**config.mk**
```make
export PLATFORM = sky130hd
export DESIGN_NAME = io8_slave
export DESIGN_NICKNAME = d
export VERILOG_FILES = /design/src/rtl/io8_pkg.sv /design/src/rtl/io8_sync.sv /design/src/rtl/io8_fsm.sv /design/src/rtl/io8_wr_decode.sv /design/src/rtl/io8_rd_mux.sv /design/src/rtl/io8_slave.sv
export SDC_FILE = /design/constraint.sdc
export NUM_CORES = 1
export LEC_CHECK = 0
export BUFFER_PORTS_ARGS = -buffer_cell sky130_fd_sc_hd__buf_2
export CAP_MARGIN = 20
export CORE_ASPECT_RATIO = 1.2
export CORE_MARGIN = 1
export CORE_UTILIZATION = 45
export CTS_CLUSTER_SIZE = 8
export DETAILED_ROUTE_END_ITERATION = 10
export GPL_ROUTABILITY_DRIVEN = 1
export PLACE_DENSITY = 0.86
export RECOVER_POWER = 100
export SYNTH_ARGS = -nofsm -noshare
export SYNTH_HDL_FRONTEND = slang
export SYNTH_SLANG_ARGS = --single-unit
```
**constraint.sdc**
```tcl
create_clock -name clk -period 3.55 [get_ports clk]
set_input_delay 0.1775 -clock clk [delete_from_list [all_inputs] [get_ports clk]]
set_output_delay 0.1775 -clock clk [all_outputs]
set_load 0.1 [all_outputs]
```
**src/rtl/io8_pkg.sv**
```systemverilog
package io8_pkg;

    typedef enum logic [1:0] {
        BUS_IDLE  = 2'd0,
        BUS_CAPT  = 2'd1,
        BUS_READ  = 2'd2,
        BUS_WRITE = 2'd3
    } bus_state_e;

    typedef struct packed {
        logic sample;
        logic clear;
        logic load;
    } strobe_t;

endpackage

```
**src/rtl/io8_sync.sv**
```systemverilog
module io8_sync #(
    parameter int             W       = 8,
    parameter int             STAGES  = 2,
    parameter logic [W-1:0]   RST_VAL = '0
) (
    input  logic         clk,
    input  logic         rst_n,
    input  logic [W-1:0] async_i,
    output logic [W-1:0] sync_o
);

    logic [STAGES-1:0][W-1:0] stage_d, stage_q;

    always_comb begin
        stage_d[0] = async_i;
        for (int s = 1; s < STAGES; s++) begin
            stage_d[s] = stage_q[s-1];
        end
    end

    always_ff @(posedge clk or negedge rst_n) begin
        if (!rst_n) begin
            stage_q <= {STAGES{RST_VAL}};
        end else begin
            stage_q <= stage_d;
        end
    end

    assign sync_o = stage_q[STAGES-1];

endmodule

```
**src/rtl/io8_fsm.sv**
```systemverilog
module io8_fsm
    import io8_pkg::*;
#(
    parameter int ADDR_W = 10,
    parameter int OFF_W  = 4,
    parameter int DATA_W = 8,
    localparam int BASE_W = ADDR_W - OFF_W
) (
    input  logic              clk,
    input  logic              rst_n,
    input  logic              aen_s,
    input  logic              rd_n_s,
    input  logic              wr_n_s,
    input  logic [ADDR_W-1:0] addr_s,
    input  logic [DATA_W-1:0] data_s,
    input  logic [BASE_W-1:0] base_i,
    output bus_state_e        state_o,
    output logic [OFF_W-1:0]  off_o,
    output logic [DATA_W-1:0] wdata_o,
    output logic              fire_o,
    output logic              rd_active_o
);

    typedef struct packed {
        bus_state_e        state;
        logic [OFF_W-1:0]  off;
        logic [DATA_W-1:0] data;
        logic              fire;
    } fsm_regs_t;

    fsm_regs_t r_d, r_q;
    logic      hit;

    always_comb begin
        hit = !aen_s && (addr_s[ADDR_W-1:OFF_W] == base_i);
        r_d = r_q;
        r_d.fire = 1'b0;
        unique case (r_q.state)
            BUS_IDLE: begin
                if (hit) r_d.state = BUS_CAPT;
            end
            BUS_CAPT: begin
                r_d.off  = addr_s[OFF_W-1:0];
                r_d.data = data_s;
                if (!rd_n_s) begin
                    r_d.state = BUS_READ;
                end else if (!wr_n_s) begin
                    r_d.state = BUS_WRITE;
                    r_d.fire  = 1'b1;
                end else if (!hit) begin
                    r_d.state = BUS_IDLE;
                end
            end
            BUS_READ: begin
                if (rd_n_s) r_d.state = BUS_IDLE;
            end
            BUS_WRITE: begin
                if (wr_n_s) r_d.state = BUS_IDLE;
            end
            default: r_d.state = BUS_IDLE;
        endcase
    end

    always_ff @(posedge clk or negedge rst_n) begin
        if (!rst_n) begin
            r_q <= '{state: BUS_IDLE, off: '0, data: '0, fire: 1'b0};
        end else begin
            r_q <= r_d;
        end
    end

    assign state_o     = r_q.state;
    assign off_o       = r_q.off;
    assign wdata_o     = r_q.data;
    assign fire_o      = r_q.fire;
    assign rd_active_o = (r_q.state == BUS_READ) && !rd_n_s;

endmodule

```
**src/rtl/io8_wr_decode.sv**
```systemverilog
module io8_wr_decode
    import io8_pkg::*;
#(
    parameter int OFF_W      = 4,
    parameter int DATA_W     = 8,
    parameter int WORD_W     = 32,
    parameter int SAMPLE_OFF = 0,
    parameter int CLEAR_OFF  = 1,
    parameter int LOAD_OFF   = 2,
    parameter int PRESET_OFF = 4,
    localparam int BYTES     = WORD_W / DATA_W
) (
    input  logic              clk,
    input  logic              rst_n,
    input  logic              fire_i,
    input  logic [OFF_W-1:0]  off_i,
    input  logic [DATA_W-1:0] data_i,
    output strobe_t           strobe_o,
    output logic [WORD_W-1:0] preset_o
);

    typedef struct packed {
        strobe_t           strobe;
        logic [WORD_W-1:0] preset;
    } wr_regs_t;

    wr_regs_t r_d, r_q;

    always_comb begin
        r_d = r_q;
        r_d.strobe.sample = fire_i && (off_i == OFF_W'(SAMPLE_OFF));
        r_d.strobe.clear  = fire_i && (off_i == OFF_W'(CLEAR_OFF));
        r_d.strobe.load   = fire_i && (off_i == OFF_W'(LOAD_OFF));
        for (int b = 0; b < BYTES; b++) begin
            if (fire_i && (off_i == OFF_W'(PRESET_OFF + b))) begin
                r_d.preset[b*DATA_W +: DATA_W] = data_i;
            end
        end
    end

    always_ff @(posedge clk or negedge rst_n) begin
        if (!rst_n) begin
            r_q <= '0;
        end else begin
            r_q <= r_d;
        end
    end

    assign strobe_o = r_q.strobe;
    assign preset_o = r_q.preset;

endmodule

```
**src/rtl/io8_rd_mux.sv**
```systemverilog
module io8_rd_mux #(
    parameter int OFF_W   = 4,
    parameter int DATA_W  = 8,
    parameter int WORD_W  = 32,
    parameter int N_WORDS = 4,
    localparam int BYTES  = WORD_W / DATA_W,
    localparam int BSEL_W = $clog2(BYTES)
) (
    input  logic [N_WORDS-1:0][WORD_W-1:0] word_i,
    input  logic [OFF_W-1:0]               off_i,
    input  logic                           oe_i,
    output logic [DATA_W-1:0]              data_o
);

    logic [WORD_W-1:0] word_sel;

    always_comb begin
        word_sel = word_i[off_i[OFF_W-1:BSEL_W]];
        data_o   = oe_i ? word_sel[off_i[BSEL_W-1:0]*DATA_W +: DATA_W] : '0;
    end

endmodule

```
**src/rtl/io8_slave.sv**
```systemverilog
module io8_slave
    import io8_pkg::*;
#(
    parameter int ADDR_W      = 10,
    parameter int DATA_W      = 8,
    parameter int WORD_W      = 32,
    parameter int N_WORDS     = 4,
    parameter int SYNC_STAGES = 2,
    localparam int OFF_W      = $clog2(N_WORDS * (WORD_W / DATA_W)),
    localparam int BASE_W     = ADDR_W - OFF_W,
    localparam int SYNC_W     = 3 + ADDR_W + DATA_W
) (
    input  logic                           clk,
    input  logic                           rst_n,
    input  logic [ADDR_W-1:0]              bus_addr_i,
    input  logic [DATA_W-1:0]              bus_data_i,
    output logic [DATA_W-1:0]              bus_data_o,
    output logic                           bus_data_oe_o,
    input  logic                           bus_aen_i,
    input  logic                           bus_rd_n_i,
    input  logic                           bus_wr_n_i,
    input  logic [BASE_W-1:0]              base_sel_i,
    input  logic [N_WORDS-1:0][WORD_W-1:0] cap_word_i,
    output logic                           sample_pulse_o,
    output logic                           clear_pulse_o,
    output logic                           load_pulse_o,
    output logic [WORD_W-1:0]              preset_val_o
);

    logic              aen_s, rd_n_s, wr_n_s;
    logic [ADDR_W-1:0] addr_s;
    logic [DATA_W-1:0] data_s;
    bus_state_e        fsm_state;
    logic [OFF_W-1:0]  acc_off;
    logic [DATA_W-1:0] acc_data;
    logic              acc_fire;
    logic              rd_active;
    strobe_t           strobes;

    io8_sync #(
        .W       (SYNC_W),
        .STAGES  (SYNC_STAGES),
        .RST_VAL ({3'b111, {(ADDR_W + DATA_W){1'b0}}})
    ) sync_i (
        .clk     (clk),
        .rst_n   (rst_n),
        .async_i ({bus_aen_i, bus_rd_n_i, bus_wr_n_i, bus_addr_i, bus_data_i}),
        .sync_o  ({aen_s, rd_n_s, wr_n_s, addr_s, data_s})
    );

    io8_fsm #(
        .ADDR_W (ADDR_W),
        .OFF_W  (OFF_W),
        .DATA_W (DATA_W)
    ) fsm_i (
        .clk         (clk),
        .rst_n       (rst_n),
        .aen_s       (aen_s),
        .rd_n_s      (rd_n_s),
        .wr_n_s      (wr_n_s),
        .addr_s      (addr_s),
        .data_s      (data_s),
        .base_i      (base_sel_i),
        .state_o     (fsm_state),
        .off_o       (acc_off),
        .wdata_o     (acc_data),
        .fire_o      (acc_fire),
        .rd_active_o (rd_active)
    );

    io8_wr_decode #(
        .OFF_W  (OFF_W),
        .DATA_W (DATA_W),
        .WORD_W (WORD_W)
    ) wr_i (
        .clk      (clk),
        .rst_n    (rst_n),
        .fire_i   (acc_fire),
        .off_i    (acc_off),
        .data_i   (acc_data),
        .strobe_o (strobes),
        .preset_o (preset_val_o)
    );

    io8_rd_mux #(
        .OFF_W   (OFF_W),
        .DATA_W  (DATA_W),
        .WORD_W  (WORD_W),
        .N_WORDS (N_WORDS)
    ) rd_i (
        .word_i (cap_word_i),
        .off_i  (acc_off),
        .oe_i   (rd_active),
        .data_o (bus_data_o)
    );

    assign bus_data_oe_o  = rd_active;
    assign sample_pulse_o = strobes.sample;
    assign clear_pulse_o  = strobes.clear;
    assign load_pulse_o   = strobes.load;

endmodule

```
; Word level (Yosys, flattened, before mapping)
; Index checks and enable logic that the tools add are counted.
[totals]
elab_cells = 56
input_bits = 157
reg_bits = 92
output_inout_bits = 44
[classes]
eq_ne = 14
n_reduce_logical = 14
order_cmp = 1
n_shift = 1
n_mux = 13
[ops]
columns = op, n
row1 = $bmux 32 s2, 1
row2 = $mux 32, 1
row3 = $shiftx 32x6->8, 1
row4 = $eq 4x3->1 const B, 4
row5 = $mux 2, 6
row6 = $logic_and 1x1->1, 9
row7 = $mux 8, 1
row8 = $pmux 2 s4, 1
row9 = $eq 6x6->1, 1
row10 = $eq 2x2->1 const B, 2
row11 = $eq 4x1->1 const B, 1
row12 = $eq 4x2->1 const B, 1
row13 = $logic_not 4->1, 1
row14 = $ne 2x2->1 const B, 2
row15 = $ne 4x4->1 const B, 1
row16 = $reduce_and 4->1, 1
row17 = $lt 2x3->1 const B, 1
row18 = $mux 1, 3
row19 = $eq 2x1->1 const B, 1
row20 = $logic_not 1->1, 2
row21 = $logic_not 2->1, 1
row22 = $ne 2x1->1 const B, 1

; Logic depth before layout (Yosys ltp)
; Gate-level depths: netlist (run 1).
[logic_depth]
depth_word = 6
depth_mapped = 7
depth_no_buf = 4

; By module
; A second synthesis (run 1) with hierarchy kept.
[hier_totals]
hier_cells = 299
area_unflattened_um2 = 4296.6
[by_module_without_submodules]
columns = mod, cells_per_inst, seq_area_each_um2, area_each_um2, instances
row1 = io8_wr_decode, 80, 875.8, 1360.1, 1
row2 = io8_rd_mux, 132, 0.0, 1174.9, 1
row3 = io8_sync, 42, 1058.5, 1058.5, 1
row4 = io8_fsm, 45, 375.4, 703.2, 1

; Least setup slack after synthesis (run 1)
; Ideal clock, no wire load.
[synth_path]
kind = register -> output
startpoint = register fsm_i.r_q (netlist bit fsm_i.state_o[0])
endpoint = output bus_data_o[6]
t_required_ns = 3.372
n_path_buf = 0
stages_incl_launch_ff = 4
t_arrival_ns = 5.201
setup_slack_ns = -1.829
cell_sequence = dfrtp_1 nor3b_1 nand3b_1 o221ai_1
[synth_via]
elab_chain_cells = 3
[synth_lines]
columns = element, line_no
row1 = start: declaration, io8_fsm.sv:31  ; fsm_regs_t r_d, r_q;
row2 = start signal: assignment, io8_fsm.sv:66  ; r_q <= '{state: BUS_IDLE, off: '0, data: '0, fire: 1'b0};
row3 = start signal: assignment, io8_fsm.sv:68  ; r_q <= r_d;
row4 = $eq 2x2->1, io8_fsm.sv:76  ; assign rd_active_o = (r_q.state == BUS_READ) && !rd_n_s;
row5 = $logic_and 1x1->1, io8_fsm.sv:76
row6 = via bus_data_oe_o, io8_slave.sv:18  ; output logic bus_data_oe_o,
row7 = $mux 8, io8_rd_mux.sv:19  ; data_o = oe_i ? word_sel[off_i[BSEL_W-1:0]*DATA_W +: DATA_W] : '0;
row8 = end: declaration, io8_slave.sv:17  ; output logic [DATA_W-1:0] bus_data_o,
; The timed path passes the listed nets, and every way through them passes these cells.

; Worst setup path after layout (run 1)
[layout_path]
startpoint = register fsm_i.r_q (netlist bit fsm_i.off_o[2])
endpoint = output bus_data_o[7]
[layout_via]
elab_chain_cells = 4
[layout_lines]
columns = element, line_no
row1 = $bmux 32 s2, io8_rd_mux.sv:18  ; word_sel = word_i[off_i[OFF_W-1:BSEL_W]];
row2 = $mux 32 (implied by the code), io8_rd_mux.sv:18
row3 = $shiftx 32x6->8, io8_rd_mux.sv:19
row4 = $mux 8, io8_rd_mux.sv:19
; No other way between the ends. The select of a mux whose other input is x is not followed.

==> run summary, run 1 <==
Status = complete, but fails checks
Failing checks = max-capacitance violations, max-slew violations
Synth cell types = 35
Critical Path Source Type = register
CTS tree = done
Share of flip-flops with an asynchronous set or reset = 100%
1st-pass router iterations = 4
Synthesized cell area = 4140 um2
Initial antenna violation count = 9
Dpl ws = 0.921 ns
P_int = 1810 uW
Worst setup path category = reg2out
Switch Pwr = 703 uW
Setup TNS = 0 ns
Max-Cap Viols = 1
GRT Util Overall = 24.2%
Mean Syn Cell Area = 16.1 um2
Worst setup margin = 0.378 ns
Yosys synthesis warning count = 0
Combinational Power Share = 20.4%
Root buf cell = clkbuf_8
Die ar. = 9580 um2
Clock latency on the worst-skew pair = 0.36 ns
Max Buffers Root-to-Sink = 2
Worst min path class = in2reg
Drt initial violations = 156
Critical path arrival = 2.99 ns
Nature of the critical path endpoint = output pin
Row count = 37
Num CTS Buffers = 9
Worst R2R Setup Slack = 0.48 ns
Area grow syn2layout = 35.5%
Setup Fix Bufs, Post-CTS = 0
Post-CTS Resized = 0
Non-Filler Instances = 607
Crit-path cells = buf_4, mux4_2, inv_1, o221ai_1, clkbuf_2
Chip width = 89.5 um
RSZ-0062 raised after global routing = false
CP max-delay cell = dfrtp_1
Worst Skew = 0.0133 ns
Placed cells = 561
Register area = 2310 um2
Routability cong. = 0.789
DRT Wirelength = 11500 um
Critical Path RT = 3.37 ns
Final setup viols = 0
Remaining DRCs = 0
Seq/Total Area, Yosys = 55.9%
First-pass GRT wire length = 16400 um
# IOs = 201
Post-DP HPWL = 8740 um
Multi-input logic area = 1620 um2
Worst Max-Slew Pin Slew = 1.73 ns
Maximum VDD drop = 337 uV
Nets = 635
Starting Density = 47.3%
Remaining antenna violation count = 0
Crit share post-route = 89.4%
Fmax = 0.315 GHz
Clock Sinks = 92
Sw frac = 28.0%
Post-CTS Hold Buffers = 21
Clk pin slew, worst setup/hold paths = 0.09 ns
PwrDens = 448 nW/um2
IO Port Bufs = 200
Grt ovf = 0
Proportion of layout cells with a drive suffix above 1 = 53.8%
CP Max Fanout = 21
Fill cells = 687
Number of cells produced by synthesis = 257
Synth Register Bits = 92
Tmin final = 3.17 ns
Slew Viols, Final = 32
Sequential share of power = 50.0%
Hold Vio Cnt, Final = 0
H-Tree Depth = 3
Via Count = 3137
Post-synth EDFFs = 0
Core Region = 8750 um2
Crit path largest cell delay = 1.10 ns
WL per Instance = 19.0 um
Via/cell ratio = 5.17
DIE HEIGHT = 107 um
Slew margin rel. = -15.1%
Leakage power = 0.00271 uW
Number of global-route vias before repair = 3107
Largest net degree at the start of global routing = 93
Mapped Nets = 414
Clock network fraction of design power = 29.6%
Power after layout = 2510 uW
Ys flop type = dfrtp_1
-- final cells by class --
cell class / instances / share of cell area (%)
inverters: 18 / 1.21
clock inverters: 6 / 1.38
multi-input cells: 131 / 29.0
repair buffers: 226 / 21.8
flip-flops and latches: 92 / 41.2
well taps: 117 / 2.61
clock buffers: 10 / 2.46
diodes: 7 / 0.313
-- logic make-up after synthesis --
family                    count (synthesis)  share of synthesized area, %
xor gates and xnor gates                  6                          1.27
DFF                                      92                          55.9
buffers and inverters                    34                          3.84
and+or+nand+nor                          26                          4.99
AOI/OAI and AO/OA                        21                          4.02
muxes                                    78                          30.0
-- cells in the mapped netlist, types with 2 or more instances --
master / instances / share of area [%]
nor4b_4: 2 / 1.1
mux2i_1: 4 / 0.97
o221ai_1: 8 / 1.7
mux2_2: 36 / 9.8
buf_6: 2 / 0.54
nand4_1: 2 / 0.30
nand2_1: 4 / 0.36
buf_2: 7 / 0.85
xnor2_1: 3 / 0.64
mux2_4: 8 / 2.9
buf_4: 2 / 0.36
mux4_2: 30 / 16
clkbuf_1: 5 / 0.45
nor2b_1: 4 / 0.61
inv_1: 18 / 1.6
nand3_1: 2 / 0.24
nor4_1: 3 / 0.45
xor2_1: 3 / 0.64
a22oi_1: 8 / 1.5
dfstp_2: 6 / 3.8
dfrtp_1: 86 / 52
-- per-layer routing --
| layer | routed length, um | up-vias | part of all wire (%) | global-route usage (%) |
|---|---|---|---|---|
| met3 | 1120 | 30 | 9.7 | 9.39 |
| met1 | 4070 | 1518 | 35 | 25.3 |
| met5 | 27 | - | 0.23 | 0 |
| met4 | 415 | 4 | 3.6 | 13.2 |
| met2 | 5910 | 171 | 51 | 41.1 |
| li1 | - | 1414 | - | - |
-- path summary, 6_finish.rpt --
path / start / end / depth (start not counted)
worst max-delay path: fsm_i.off_o[2]$_DFFE_PN0N_ / bus_data_o[7] / 5
worst min-delay path: base_sel_i[5] / fsm_i.state_o[0]$_DFFE_PN0P_ / 4
worst max register to register: fsm_i.off_o[2]$_DFFE_PN0N_ / wr_i.preset_o[20]$_DFFE_PN0P_ / 3
worst min register to register: sync_i.stage_d[40]$_DFF_PN1_ / sync_i.sync_o[19]$_DFF_PN1_ / 0
max in group asynchronous: rst_n / sync_i.stage_d[40]$_DFF_PN1_ / 3
min in group asynchronous: rst_n / wr_i.preset_o[6]$_DFFE_PN0P_ / 2
-- placed cells by master (no fill, tap or decap), types with 5 or more instances in the layout --
cell / instances
a22oi_1: 8
buf_2: 157
clkbuf_2: 6
mux4_2: 30
diode_2: 7
clkbuf_8: 10
dfstp_2: 5
dfrtp_1: 85
o221ai_1: 8
mux2_1: 7
clkbuf_1: 38
mux2_2: 36
inv_1: 18
dlygate4sd3_1: 22
-- per-stage QoR --
| step | util [%] | area, um2 | hold WS [ns] |
|---|---|---|---|
| 2_1_floorplan | - | 4140 | -0.118 |
| 3_3_place_gp | 59.7 | 5220 | 0.285 |
| 3_5_place_dp | 59.7 | 5220 | 0.287 |
| 4_1_cts | 64.6 | 5650 | 0.0545 |
| 5_1_grt | 63.9 | 5590 | 0.152 |
| 6_report | 64.0 | 5600 | 0.132 |
-- state kept, by name, summed over array words and instances (netlist names) --
name / flops
fsm_i.off_o: 4
fsm_i.state_o: 2
wr_i.strobe_o: 3
fsm_i.wdata_o: 8
sync_i.sync_o: 21
wr_i.preset_o: 32
sync_i.stage_d: 21
fsm_i.fire_o: 1
-- critical path, delay by kind of cell (launching register included) --
family	cells	cell delay (ns)
AO/OA/AOI/OAI	1	0.13
buffers and inverters	3	0.86
multiplexers	1	0.54
flip-flops	1	1.10
-- power groups by stage --
stage | combinational, uW | clock (uW) | sequential (uW)
global placement | 484 | 0 | 1270
floorplan | 442 | 0 | 1170
global route | 559 | 800 | 1270
CTS | 513 | 752 | 1270
finish | 512 | 744 | 1250
detailed placement | 494 | 0 | 1290
No activity file was read; power rests on OpenSTA's default activity.
==> run 2: changes to the inputs <==
==> constraint.sdc (replaced) <==
create_clock -name clk -period 3.55 [get_ports clk]
set_input_delay 0.355 -clock clk [delete_from_list [all_inputs] [get_ports clk]]
set_output_delay 0.355 -clock clk [all_outputs]
set_load 0.1 [all_outputs]
==> run summary, run 2 (synthesis results as in run 1) <==
Met2 wire length = 5790 um (-2.0%)
Cell Area, Placed = 5280 um2 (+1.0%)
Power after layout = 2370 uW (-5.7%)
Crit-path cells = buf_4, mux4_2, inv_1, o221ai_2, clkbuf_2
GRT Util Overall = 23.1% (-1.1 points)
Clock latency on the worst-skew pair = 0.35 ns (about the same)
Leakage power = 0.00260 uW (-3.9%)
Routed met1 length = 3740 um (-8.2%)
Fmax = 0.328 GHz (+3.9%)
Final setup viols = 0 (unchanged)
Most frequent cells in the layout = 155 x buf_2, 84 x dfrtp_1, 40 x clkbuf_1
Worst setup margin = 0.498 ns (+0.120 ns)
Die ar. = 9580 um2 (unchanged)
Slew Viols, Final = 0 (-100%)
CTS tree = done
Commonest non-fill, non-tap cell in the layout = buf_2
Crit path from = fsm_i.off_o[2]$_DFFE_PN0N_
Setup TNS = 0 ns (unchanged)
Nature of the critical path endpoint = output pin
Worst R2R Setup Slack = 0.62 ns (+0.14 ns)
Met3 routed WL = 1130 um (+1.1%)
DIE HEIGHT = 107 um (unchanged)
Critical Path RT = 3.19 ns (-0.18 ns)
PwrDens = 437 nW/um2 (-2.4%)
Clock Sinks = 92 (unchanged)
Slew margin rel. = 7.13% (+22 points)
Crit share post-route = 86.0% (-3.4 points)
Remaining antenna violation count = 0 (unchanged)
Max-Cap Viols = 0 (-1)
RSZ-0062 raised after global routing = false
Worst Max-Slew Pin Slew = 1.38 ns (-0.344 ns)
Fill cells = 719 (+4.7%)
Via/cell ratio = 5.15 (-0.27%)
Worst Skew = 0.0154 ns (+0.00205 ns)
Post-CTS Resized = 0 (unchanged)
Area grow syn2layout = 31.0%
Number of global-route vias before repair = 3194 (+2.8%)
WP depth = 5 (unchanged)
R2R Path Start = fsm_i.off_o[2]$_DFFE_PN0N_
Max Buffers Root-to-Sink = 2 (unchanged)
Worst min path class = in2reg
Remaining DRCs = 0 (unchanged)
Crit path to = bus_data_o[6]
Dpl ws = 0.904 ns (-0.0169 ns)
Drt initial violations = 179 (+15%)
Hold Vio Cnt, Final = 0 (unchanged)
H-Tree Depth = 3 (unchanged)
Initial antenna violation count = 12 (+3)
# IOs = 201 (unchanged)
Largest net degree at the start of global routing = 93 (unchanged)
Maximum VDD drop = 349 uV (+3.5%)
1st-pass router iterations = 4 (unchanged)
Routability cong. = 0.798 (+1.1%)
CP max-delay cell = dfrtp_2
CP Max Fanout = 29 (+38%)
DRT Wirelength = 11000 um (-4.4%)
Via Count = 3041 (-3.1%)
Final instance area = 5420 um2 (-3.3%)
WL per Instance = 18.7 um (-1.7%)
Root buf cell = clkbuf_8
Clk pin slew, worst setup/hold paths = 0.08 ns (about the same)
Critical path arrival = 2.70 ns (-0.29 ns)
Grt ovf = 0 (unchanged)
Top delay family on crit path = flip-flops
Chip width = 89.5 um (unchanged)
Nets = 613 (-3.5%)
IO Port Bufs = 200 (unchanged)
Tmin final = 3.05 ns (-0.120 ns)
Post-DP HPWL = 8800 um (+0.65%)
Register area = 2310 um2 (about the same)
Status = complete, no violations
Num CTS Buffers = 9 (unchanged)
Multi-input logic area = 1680 um2 (+3.2%)
Reg-to-Reg End = wr_i.preset_o[30]$_DFFE_PN0P_
Critical Path Source Type = register
Top Layer Used = met4
Proportion of layout cells with a drive suffix above 1 = 57.0% (+3.2 points)
Core Region = 8750 um2 (unchanged)
Worst Reg2Reg Path Length in Cells = 4 (+1)
Max reg flops = 32 (unchanged)
Row count = 37 (unchanged)
Worst setup path category = reg2out
Starting Density = 47.3% (unchanged)
First-pass GRT wire length = 15700 um (-4.6%)
Crit path largest cell delay = 0.94 ns (-0.16 ns)
Worst path bufs/invs = 3 (unchanged)
## run 2: layout make-up
type                       count  share of cell area, %
clock inverter                 3                  0.393
tap                          117                   2.70
timing repair buffer         204                   18.5
clock buffer                  13                   2.93
multi-input combinational    131                   30.9
sequential                    92                   42.7
inverter                      18                   1.25
antenna                       12                  0.555
## run 2: worst min path at each step
stage,start,end,slack [ns],cells after the start
floorplan,rst_n,fsm_i.fire_o$_DFF_PN0_,0.06,0
global placement,sync_i.stage_d[26]$_DFF_PN0_,sync_i.sync_o[5]$_DFF_PN0_,0.33,0
detailed placement,sync_i.stage_d[31]$_DFF_PN0_,sync_i.sync_o[10]$_DFF_PN0_,0.33,0
CTS,bus_rd_n_i,sync_i.stage_d[40]$_DFF_PN1_,0.08,1
global route,bus_rd_n_i,sync_i.stage_d[40]$_DFF_PN1_,0.09,1
finish,bus_rd_n_i,sync_i.stage_d[40]$_DFF_PN1_,0.10,1
## run 2: repair_timing
action	in CTS	in global routing
hold endpoints to repair	0	13
hold buffers	0	1
setup buffers	0	0
## run 2: power breakdown
part / leakage, uW / switching, uW / internal [uW] / total, uW
sequential: 0.00117 / 152 / 1110 / 1260
combinational: 0.00134 / 160 / 316 / 476
clock: 0.0000897 / 333 / 294 / 627
## run 2: worst reg2reg max path, delay by kind of cell (launching register included)
kind | cells | cell delay (ns)
and+or+nand+nor | 2 | 1.12
muxes | 1 | 0.43
buffers and inverters | 1 | 0.33
DFF | 1 | 0.94
## run 2: layer usage
layer,global-route usage (%),up-vias
met2,41.3,153
met3,9.62,22
met1,21.5,1485
met4,13.3,0
met5,0,-
li1,-,1381
## run 2: stage by stage
| step | cells | utilization (%) | hold slack [ns] |
|---|---|---|---|
| finish | 590 | 61.9 | 0.103 |
| global route | 585 | 61.7 | 0.0858 |
| CTS | 576 | 62.4 | 0.0770 |
| detailed placement | 560 | 60.3 | 0.335 |
| global placement | 559 | 60.2 | 0.331 |
| floorplan | 257 | - | 0.0594 |
